**config.mk**
```make
export PLATFORM = sky130hd
export DESIGN_NAME = pmu_top
export DESIGN_NICKNAME = d
export VERILOG_FILES = /design/src/rtl/pmu_pkg.sv /design/src/rtl/pmu_ctrl.sv /design/src/rtl/pmu_counter.sv /design/src/rtl/pmu_rdmux.sv /design/src/rtl/pmu_top.sv
export SDC_FILE = /design/constraint.sdc
export NUM_CORES = 1
export LEC_CHECK = 0
export CAP_MARGIN = 30
export CORE_MARGIN = 2
export CORE_UTILIZATION = 38
export CTS_CLUSTER_DIAMETER = 80
export DETAILED_ROUTE_END_ITERATION = 10
export DONT_BUFFER_PORTS = 1
export PLACE_DENSITY_LB_ADDON = 0.08
export SLEW_MARGIN = 20
export SYNTH_ARGS = -nofsm -noshare
export SYNTH_HDL_FRONTEND = slang
export SYNTH_SLANG_ARGS = --single-unit
```
**constraint.sdc**
```tcl
create_clock -name clk -period 9.9 [get_ports clk]
set_clock_uncertainty 0.1 [all_clocks]
set_input_delay 1.485 -clock clk [delete_from_list [all_inputs] [get_ports clk]]
set_output_delay 1.485 -clock clk [all_outputs]
set_load 0.01 [all_outputs]
```
**src/rtl/pmu_pkg.sv**
```systemverilog
package pmu_pkg;

  localparam int REG_ADDR_W   = 3;
  localparam int CODE_W       = 8;
  localparam int CTRL_RUN_BIT = 0;
  localparam int CTRL_CLR_BIT = 1;

  typedef enum logic [REG_ADDR_W-1:0] {
    REG_SEL   = 3'd0,
    REG_EVT   = 3'd1,
    REG_ENSET = 3'd2,
    REG_ENCLR = 3'd3,
    REG_CTRL  = 3'd4,
    REG_COUNT = 3'd5
  } reg_addr_e;

  // Set-only update of an enable mask held in an 8-bit field.
  function automatic logic [CODE_W-1:0] mask_set(input logic [CODE_W-1:0] cur,
                                                 input logic [CODE_W-1:0] ones);
    return cur | ones;
  endfunction

  // Clear-only update of an enable mask held in an 8-bit field.
  function automatic logic [CODE_W-1:0] mask_clr(input logic [CODE_W-1:0] cur,
                                                 input logic [CODE_W-1:0] ones);
    return cur & ~ones;
  endfunction

endpackage

```
**src/rtl/pmu_ctrl.sv**
```systemverilog
module pmu_ctrl
  import pmu_pkg::*;
#(
  parameter int NUM_CNT = 6,
  parameter int SEL_W   = 3
) (
  input  logic                  clk,
  input  logic                  rst_n,
  input  logic                  wr_en,
  input  logic [REG_ADDR_W-1:0] wr_addr,
  input  logic [CODE_W-1:0]     cfg_data,
  output logic [SEL_W-1:0]      sel,
  output logic [NUM_CNT-1:0]    en_mask,
  output logic                  run,
  output logic                  clr_pulse,
  output logic [NUM_CNT-1:0]    evt_we
);

  logic wr_sel, wr_evt, wr_enset, wr_enclr, wr_ctrl;
  logic [CODE_W-1:0] mask_wide;
  logic [CODE_W-1:0] mask_next;

  assign wr_sel   = wr_en && (wr_addr == REG_SEL);
  assign wr_evt   = wr_en && (wr_addr == REG_EVT);
  assign wr_enset = wr_en && (wr_addr == REG_ENSET);
  assign wr_enclr = wr_en && (wr_addr == REG_ENCLR);
  assign wr_ctrl  = wr_en && (wr_addr == REG_CTRL);

  assign clr_pulse = wr_ctrl && cfg_data[CTRL_CLR_BIT];

  assign mask_wide = CODE_W'(en_mask);

  always_comb begin
    mask_next = mask_wide;
    if (wr_enset) begin
      mask_next = mask_set(mask_wide, cfg_data);
    end else if (wr_enclr) begin
      mask_next = mask_clr(mask_wide, cfg_data);
    end
  end

  always_ff @(posedge clk) begin
    if (!rst_n) begin
      sel     <= '0;
      en_mask <= '0;
      run     <= 1'b0;
    end else begin
      if (wr_sel) begin
        sel <= cfg_data[SEL_W-1:0];
      end
      en_mask <= mask_next[NUM_CNT-1:0];
      if (wr_ctrl) begin
        run <= cfg_data[CTRL_RUN_BIT];
      end
    end
  end

  // A selection outside 0..NUM_CNT-1 matches no write enable.
  for (genvar g = 0; g < NUM_CNT; g++) begin : g_we
    assign evt_we[g] = wr_evt && (sel == SEL_W'(g));
  end

  logic unused_mask_hi;
  assign unused_mask_hi = ^mask_next[CODE_W-1:NUM_CNT];

endmodule

```
**src/rtl/pmu_counter.sv**
```systemverilog
module pmu_counter
  import pmu_pkg::*;
#(
  parameter int NUM_EV = 32,
  parameter int CNT_W  = 32
) (
  input  logic              clk,
  input  logic              rst_n,
  input  logic              cfg_we,
  input  logic [CODE_W-1:0] cfg_code,
  input  logic [NUM_EV-1:0] ev_in,
  input  logic              count_en,
  input  logic              clr,
  output logic [CODE_W-1:0] code,
  output logic [CNT_W-1:0]  count,
  output logic              inc
);

  // Line picked by an event code; a code past the last line never matches.
  function automatic logic event_hit(input logic [NUM_EV-1:0] ev,
                                     input logic [CODE_W-1:0] c);
    logic h;
    h = 1'b0;
    for (int i = 0; i < NUM_EV; i++) begin
      if (c == CODE_W'(i)) begin
        h = ev[i];
      end
    end
    return h;
  endfunction

  // Next count: clear wins over a step, steps wrap at CNT_W bits.
  function automatic logic [CNT_W-1:0] bump(input logic [CNT_W-1:0] cur,
                                            input logic              step,
                                            input logic              zap);
    if (zap) begin
      return '0;
    end
    return cur + CNT_W'(step);
  endfunction

  assign inc = count_en && event_hit(ev_in, code);

  always_ff @(posedge clk) begin
    if (!rst_n) begin
      code  <= '0;
      count <= '0;
    end else begin
      if (cfg_we) begin
        code <= cfg_code;
      end
      count <= bump(count, inc, clr);
    end
  end

endmodule

```
**src/rtl/pmu_rdmux.sv**
```systemverilog
module pmu_rdmux
  import pmu_pkg::*;
#(
  parameter int NUM_CNT = 6,
  parameter int CNT_W   = 32,
  parameter int DATA_W  = 32,
  parameter int SEL_W   = 3
) (
  input  logic [REG_ADDR_W-1:0] rd_addr,
  input  logic [SEL_W-1:0]      sel,
  input  logic [CODE_W-1:0]     code_arr  [NUM_CNT],
  input  logic [CNT_W-1:0]      count_arr [NUM_CNT],
  input  logic [NUM_CNT-1:0]    en_mask,
  input  logic                  run,
  output logic [DATA_W-1:0]     rd_data
);

  logic [CODE_W-1:0] pick_code;
  logic [CNT_W-1:0]  pick_count;

  always_comb begin
    pick_code  = '0;
    pick_count = '0;
    for (int i = 0; i < NUM_CNT; i++) begin
      if (sel == SEL_W'(i)) begin
        pick_code  = code_arr[i];
        pick_count = count_arr[i];
      end
    end
  end

  always_comb begin
    rd_data = '0;
    case (rd_addr)
      REG_SEL:   rd_data = DATA_W'(sel);
      REG_EVT:   rd_data = DATA_W'(pick_code);
      REG_ENSET: rd_data = DATA_W'(en_mask);
      REG_ENCLR: rd_data = DATA_W'(en_mask);
      REG_CTRL:  rd_data = DATA_W'(run);
      REG_COUNT: rd_data = DATA_W'(pick_count);
      default:   rd_data = '0;
    endcase
  end

endmodule

```
**src/rtl/pmu_top.sv**
```systemverilog
module pmu_top
  import pmu_pkg::*;
#(
  parameter int NUM_CNT = 6,
  parameter int NUM_EV  = 32,
  parameter int CNT_W   = 32,
  parameter int DATA_W  = 32
) (
  input  logic              clk,
  input  logic              rst_n,
  input  logic              wr_en,
  input  logic [2:0]        wr_addr,
  input  logic [DATA_W-1:0] wr_data,
  input  logic [2:0]        rd_addr,
  output logic [DATA_W-1:0] rd_data,
  input  logic [NUM_EV-1:0] ev_in
);

  localparam int SEL_W = $clog2(NUM_CNT + 1);

  logic [SEL_W-1:0]         sel;
  logic [NUM_CNT-1:0]       en_mask;
  logic                     run;
  logic                     clr_pulse;
  logic [NUM_CNT-1:0]       evt_we;
  logic [NUM_CNT-1:0]       inc_vec;
  logic [CODE_W-1:0]        code_arr  [NUM_CNT];
  logic [CNT_W-1:0]         count_arr [NUM_CNT];
  logic [NUM_CNT*CNT_W-1:0] cnt_flat;

  pmu_ctrl #(
    .NUM_CNT(NUM_CNT),
    .SEL_W  (SEL_W)
  ) u_ctrl (
    .clk      (clk),
    .rst_n    (rst_n),
    .wr_en    (wr_en),
    .wr_addr  (wr_addr),
    .cfg_data (wr_data[CODE_W-1:0]),
    .sel      (sel),
    .en_mask  (en_mask),
    .run      (run),
    .clr_pulse(clr_pulse),
    .evt_we   (evt_we)
  );

  for (genvar g = 0; g < NUM_CNT; g++) begin : g_cnt
    pmu_counter #(
      .NUM_EV(NUM_EV),
      .CNT_W (CNT_W)
    ) u_counter (
      .clk     (clk),
      .rst_n   (rst_n),
      .cfg_we  (evt_we[g]),
      .cfg_code(wr_data[CODE_W-1:0]),
      .ev_in   (ev_in),
      .count_en(en_mask[g] && run),
      .clr     (clr_pulse),
      .code    (code_arr[g]),
      .count   (count_arr[g]),
      .inc     (inc_vec[g])
    );
    assign cnt_flat[g*CNT_W +: CNT_W] = count_arr[g];
  end

  pmu_rdmux #(
    .NUM_CNT(NUM_CNT),
    .CNT_W  (CNT_W),
    .DATA_W (DATA_W),
    .SEL_W  (SEL_W)
  ) u_rdmux (
    .rd_addr  (rd_addr),
    .sel      (sel),
    .code_arr (code_arr),
    .count_arr(count_arr),
    .en_mask  (en_mask),
    .run      (run),
    .rd_data  (rd_data)
  );

  logic unused_wr_hi;
  assign unused_wr_hi = ^{wr_data[DATA_W-1:CODE_W], inc_vec, cnt_flat};

endmodule

```
# Word level (Yosys, flattened, before mapping)
# Cells that the tools add are included.
dict set report totals {
  regBits 250
  input_bits 73
  wordCells 475
}
dict set report op_classes {
  add_sub_neg 6
  eq_ne 200
  muxes 216
  bitwise_logic 3
  n_reduce_logical 35
}
# cell count
set op_table {}
lappend op_table {{$eq A8 B5 Y1 const B} 96}
lappend op_table {{$mux W32} 13}
lappend op_table {{$eq A8 B4 Y1 const B} 48}
lappend op_table {{$mux W1} 194}
lappend op_table {{$add A32 B1 Y32} 6}
lappend op_table {{$eq A8 B3 Y1 const B} 24}
lappend op_table {{$pmux W32 S5} 1}
lappend op_table {{$eq A8 B2 Y1 const B} 12}
lappend op_table {{$eq A8 B1 Y1 const B} 6}
lappend op_table {{$logic_not A8 Y1} 6}
lappend op_table {{$mux W8} 6}
lappend op_table {{$logic_and A1 B1 Y1} 24}
lappend op_table {{$eq A3 B2 Y1 const B} 6}
lappend op_table {{$eq A3 B3 Y1 const B} 5}
lappend op_table {{$mux W6} 2}
lappend op_table {{$eq A3 B1 Y1 const B} 3}
lappend op_table {{$logic_not A3 Y1} 3}
lappend op_table {{$and A6 B6 Y6} 1}
lappend op_table {{$not A6 Y6} 1}
lappend op_table {{$or A6 B6 Y6} 1}
lappend op_table {{$reduce_bool A2 Y1} 1}
lappend op_table {{$reduce_or A2 Y1} 1}

# Longest topological paths before layout
dict set report logic_depth {
  ltp_word 36
  depth_mapped 16
}

# Modules after synthesis
# From an unflattened synthesis, not the netlist that was laid out.
dict set report hier_totals {
  hier_cells 1938
  hier_area_um2 16206.8
}
# mod n_inst cells_each area_each_um2 seq_area_each_um2
set modules_own_cells {}
lappend modules_own_cells {pmu_counter 6 269 2238.4 800.8}
lappend modules_own_cells {pmu_rdmux 1 263 2178.3 0.0}
lappend modules_own_cells {pmu_ctrl 1 55 560.5 200.2}
lappend modules_own_cells {pmu_top 1 6 37.5 0.0}

# Least setup slack after synthesis
# OpenSTA, ideal clock, no wires.
dict set report synth_timing {
  path_kind {input -> output}
  from {input rd_addr[0]}
  to {output rd_data[0]}
  arrival_time_ns 2.721
  t_required_ns 8.315
  setup_slack_ns 5.594
  cell_stages 6
  cell_sequence {clkbuf_1 nor2b_1 nand2b_1 a211o_1 a221oi_1 a311o_1}
}
dict set report synth_between {
  elab_chain_len 3
  word_cells_on_any_way 8
  classes_between {eq/ne (5); mux (1); reduce/logical (2)}
}
# element line
set synth_rtl {}
lappend synth_rtl {{start: declaration} pmu_top.sv:14} ;# input logic [2:0] rd_addr,
lappend synth_rtl {{$eq A3 B2 Y1} pmu_rdmux.sv:34} ;# case (rd_addr)
lappend synth_rtl {{$reduce_or A2 Y1 (no line)} -}
lappend synth_rtl {{$pmux W32 S5 *} pmu_rdmux.sv:34}
lappend synth_rtl {{end: declaration} pmu_top.sv:15} ;# output logic [DATA_W-1:0] rd_data,
# Every way passes the cells marked *; elsewhere a longest branch is shown, timed or not.

# Worst setup path after layout
dict set report layout_timing {
  from {register u_ctrl.sel[0]}
  to {output rd_data[3]}
}
dict set report layout_between {
  elab_chain_len 8
  word_cells_on_any_way 19
  classes_between {eq/ne (5); mux (13); reduce/logical (1)}
}
# element line
set layout_rtl {}
lappend layout_rtl {{start: declaration} pmu_ctrl.sv:12} ;# output logic [SEL_W-1:0] sel,
lappend layout_rtl {{start signal: assignment} pmu_ctrl.sv:49} ;# sel <= cfg_data[SEL_W-1:0];
lappend layout_rtl {{$logic_not A3 Y1} pmu_rdmux.sv:25} ;# if (sel == SEL_W'(i)) begin
lappend layout_rtl {{$mux W32 / $mux W8 (equally long branches) (6 in series)} pmu_rdmux.sv:25}
lappend layout_rtl {{$pmux W32 S5 *} pmu_rdmux.sv:34}
# Marked as above.

==> run summary <==
result of the run = finished, final reports clean
multi-input combinational cell area = 9196 um2
DR WL/cell = 20.76 um
initial core utilization = 38.41%
worst hold slack after final layout = 358.3 ps
Final setup viols = 0
cell with the most instances after synthesis = sky130_fd_sc_hd__dfxtp_1
portion of total power attributed to the clock network = 49.8%
data required time of the critical path = 8320 ps
synthesized area per cell = 8.055 um2
post-synthesis register bit count = 250
cell count after placement = 2,244
number of inserted filler cells in the final layout = 3,942
switching share of power = 22.72%
sequential-to-total area share from yosys stat = 33.71%
register cell area after layout = 5005 um2
die area = 40,660 um2
GRT Total Usage = 22.97%
number of DRC markers after the initial detailed-route iteration = 1,160
Crit Path Category = reg2out
signed area change from the synthesized netlist to the final layout = 8.302%
utilization of the core after routing = 41.60%
clock-pin slew of the registers on the worst-case setup and hold paths = 60 ps
leading cell types by total area after synthesis = sky130_fd_sc_hd__dfxtp_1 (34%), sky130_fd_sc_hd__xor2_1 (6.7%), sky130_fd_sc_hd__nor2_1 (6.3%), sky130_fd_sc_hd__a22oi_1 (4.8%), sky130_fd_sc_hd__nand3_1 (4.3%)
# hold bufs at CTS = 0
share of async-settable or async-resettable flops after synthesis = 0%
total number of vias = 13.32k
library cell occupying the most area in the post-synthesis netlist = sky130_fd_sc_hd__dfxtp_1
transition time of the tightest slew-check pin = 910.9 ps
Net Switching = 0.4943 mW
Power Dens Cells = 135.3 nW/um2
top-area cell type share of the netlist area = 33.71%
CP Data Arrival Time = 3270 ps
Die X-Extent = 201.7 um
worst-path fanout max = 27
quantity of I/O buffers inserted on ports = 0
Tmin final = 4859 ps
area after detailed placement = 15,090 um2
setup repair bufs after CTS = 0
Crit path top cell by count = sky130_fd_sc_hd__buf_4
last weighted congestion value of the routability-driven placer = 0.8661
TritonCTS Sinks = 250
part of the power in combinational logic = 3.7%
Yosys cell types = 81
Cell Count, Final, Fillers Out = 2,293
Remaining DRCs = 0
pin count of the biggest net entering global routing = 86
TritonCTS clock tree = done
CORE AREA = 38,650 um2
worst slew margin relative to its limit = 38.94%
I/O pin cnt = 105
Critical-path top delay cell = sky130_fd_sc_hd__nor3_4
type of the most critical hold path = reg2reg
diode count = 0
Ys Warns = 0
reported max-cap violation count = 0
Cell Rows = 72
CTS buffer count = 29
fraction of layout cells with a size suffix above 1 = 6.873%
top cells by instance count after synthesis = sky130_fd_sc_hd__dfxtp_1 (250), sky130_fd_sc_hd__nor2_1 (249), sky130_fd_sc_hd__nand2_1 (155)
Cell Chain, Critical Path = buf_4 -> inv_1 -> nor3_4 -> buf_4 -> a22oi_1 -> nand2_1 -> a221oi_1 -> o22ai_1
Resized cells post-CTS = 0
crit path launch = u_ctrl.sel[0]
element type at the critical path end = output pin
fraction of the cycle the final worst path needs = 49.08%
Seq pwr share = 46.5%
number of buffers on the longest clock path = 3
# nets final = 1,847
reg-to-reg startpoint = g_cnt[4].u_counter.code[3]
Net Count, Synth = 1,930
antenna violations before repair = 0
Max Transition Viols Final = 0
total overflow reported by the global router = 0
Main synth FF type = sky130_fd_sc_hd__dfxtp_1
first-pass GRT wire length = 73.61 mm
summed instance area of the synthesized netlist = 14,850 um2
setup TNS after final layout = 0 ps
count of flip-flops with a built-in enable after synthesis = 0
IR Drop Worst-Case VDD = 0.0001149 V
Fmax = 205.8 MHz
DRT Wirelength = 47.60 mm
Final Hold Violating Endpoints = 0
total leakage power = 5.077 nW
routed via count divided by cell count = 5.807
unrepaired setup endpoints after global routing = false
clock root buffer = sky130_fd_sc_hd__clkbuf_16
startpoint of the most critical hold path = g_cnt[0].u_counter.code[2]
finished layout cell area = 16,080 um2
via count of the first global-routing pass = 12.03k
critical path launch point type = flop
internal power component = 1.682 mW
number of cells produced by synthesis = 1,843
vertical extent of the die = 201.7 um
Clock Latency Late Sink = 560 ps
detailed-placement wirelength estimate = 34.03 mm
Initial DRT Pass Iterations = 5
maximum single-stage delay on the critical path = 480 ps
level count of the clock H-tree = 1
Antenna Nets Post-Route = 0
-- area by class of cell --
cell class	count	area share, %
clock inverters	8	0.7704
clock buffers	38	5.035
multi-input cells	1433	57.20
inverters	24	0.5603
repair buffers	22	1.276
flip-flops and latches	250	31.13
well taps	518	4.031
-- stage by stage --
| stage | power, mW | setup WS (ps) |
|---|---|---|
| global route | 2.248 | 4822 |
| CTS | 2.196 | 5020 |
| global placement | 1.111 | 5015 |
| finish | 2.176 | 5041 |
| detailed placement | 1.113 | 5014 |
| floorplan | 1.099 | 5594 |
-- sequential cells by signal, summed over array words and instances (netlist names), named ones only --
name and count:
g_cnt.u_counter.code 48, u_ctrl.sel 3, g_cnt.u_counter.count 192, u_ctrl.run 1
-- routing by layer --
metal | part of all wire (%) | wire [um] | up-vias | track usage (%)
li1 | - | - | 6486 | -
met1 | 52 | 24530 | 6427 | 37.20
met2 | 40 | 18870 | 367 | 31.51
met3 | 7.6 | 3620 | 35 | 4.082
met4 | 1.2 | 580 | 0 | 3.256
met5 | 0 | 0 | - | 0
-- logic make-up after synthesis --
| family | count (synthesis) | share of synthesized area [%] |
|---|---|---|
| XOR/XNOR | 172 | 10.15 |
| multiplexers | 71 | 6.346 |
| AO/OA/AOI/OAI | 387 | 16.97 |
| adder cells (fa/ha/maj) | 14 | 1.180 |
| flip-flops | 250 | 33.71 |
| buffers and inverters | 160 | 4.602 |
| AND/OR/NAND/NOR | 789 | 27.04 |
-- critical path, delay by kind of cell, from the launching register on --
family / cells / cell delay (ps)
AOI/OAI and AO/OA: 3 / 640
buffers and inverters: 3 / 1140
DFF: 1 / 310
and+or+nand+nor: 2 / 620
-- cells in the final DEF (no fill, tap or decap), types with 11 or more instances in the layout --
| master | count |
|---|---|
| sky130_fd_sc_hd__and4_1 | 21 |
| sky130_fd_sc_hd__nor2_1 | 247 |
| sky130_fd_sc_hd__o211ai_1 | 15 |
| sky130_fd_sc_hd__xnor2_1 | 59 |
| sky130_fd_sc_hd__mux2i_1 | 42 |
| sky130_fd_sc_hd__clkbuf_16 | 29 |
| sky130_fd_sc_hd__nor3_1 | 33 |
| sky130_fd_sc_hd__o22ai_1 | 12 |
| sky130_fd_sc_hd__a22oi_1 | 95 |
| sky130_fd_sc_hd__nand3b_1 | 14 |
| sky130_fd_sc_hd__a31oi_1 | 27 |
| sky130_fd_sc_hd__buf_4 | 18 |
| sky130_fd_sc_hd__nand4_1 | 43 |
| sky130_fd_sc_hd__o21ai_0 | 50 |
| sky130_fd_sc_hd__nand3_1 | 129 |
| sky130_fd_sc_hd__ha_1 | 14 |
| sky130_fd_sc_hd__nor3b_1 | 11 |
| sky130_fd_sc_hd__and3_1 | 32 |
| sky130_fd_sc_hd__inv_1 | 22 |
| sky130_fd_sc_hd__a21oi_1 | 117 |
| sky130_fd_sc_hd__dfxtp_1 | 250 |
| sky130_fd_sc_hd__mux4_2 | 16 |
| sky130_fd_sc_hd__and2_1 | 21 |
| sky130_fd_sc_hd__nand2b_1 | 13 |
| sky130_fd_sc_hd__nor2b_1 | 11 |
| sky130_fd_sc_hd__or3_1 | 12 |
| sky130_fd_sc_hd__nand2_1 | 154 |
| sky130_fd_sc_hd__xor2_1 | 113 |
| sky130_fd_sc_hd__mux2_2 | 12 |
-- power by group through the flow --
stage,clock [mW],combinational [mW],sequential [mW]
5_1_grt,1.15,0.0883,1.01
3_5_place_dp,0,0.0777,1.03
4_1_cts,1.11,0.0779,1.01
2_1_floorplan,0,0.0670,1.03
6_report,1.08,0.0803,1.01
3_3_place_gp,0,0.0758,1.03
-- path summary, 6_finish.rpt --
check | slack (ps) | end | cells past startpoint
setup / recovery | 5040 | rd_data[3] | 8
hold / removal | 360 | g_cnt[0].u_counter.code[2] | 2
setup reg to reg | 5700 | g_cnt[4].u_counter.count[24] | 14
hold reg to reg | 360 | g_cnt[0].u_counter.code[2] | 2
No activity file was read; power rests on OpenSTA's default activity.
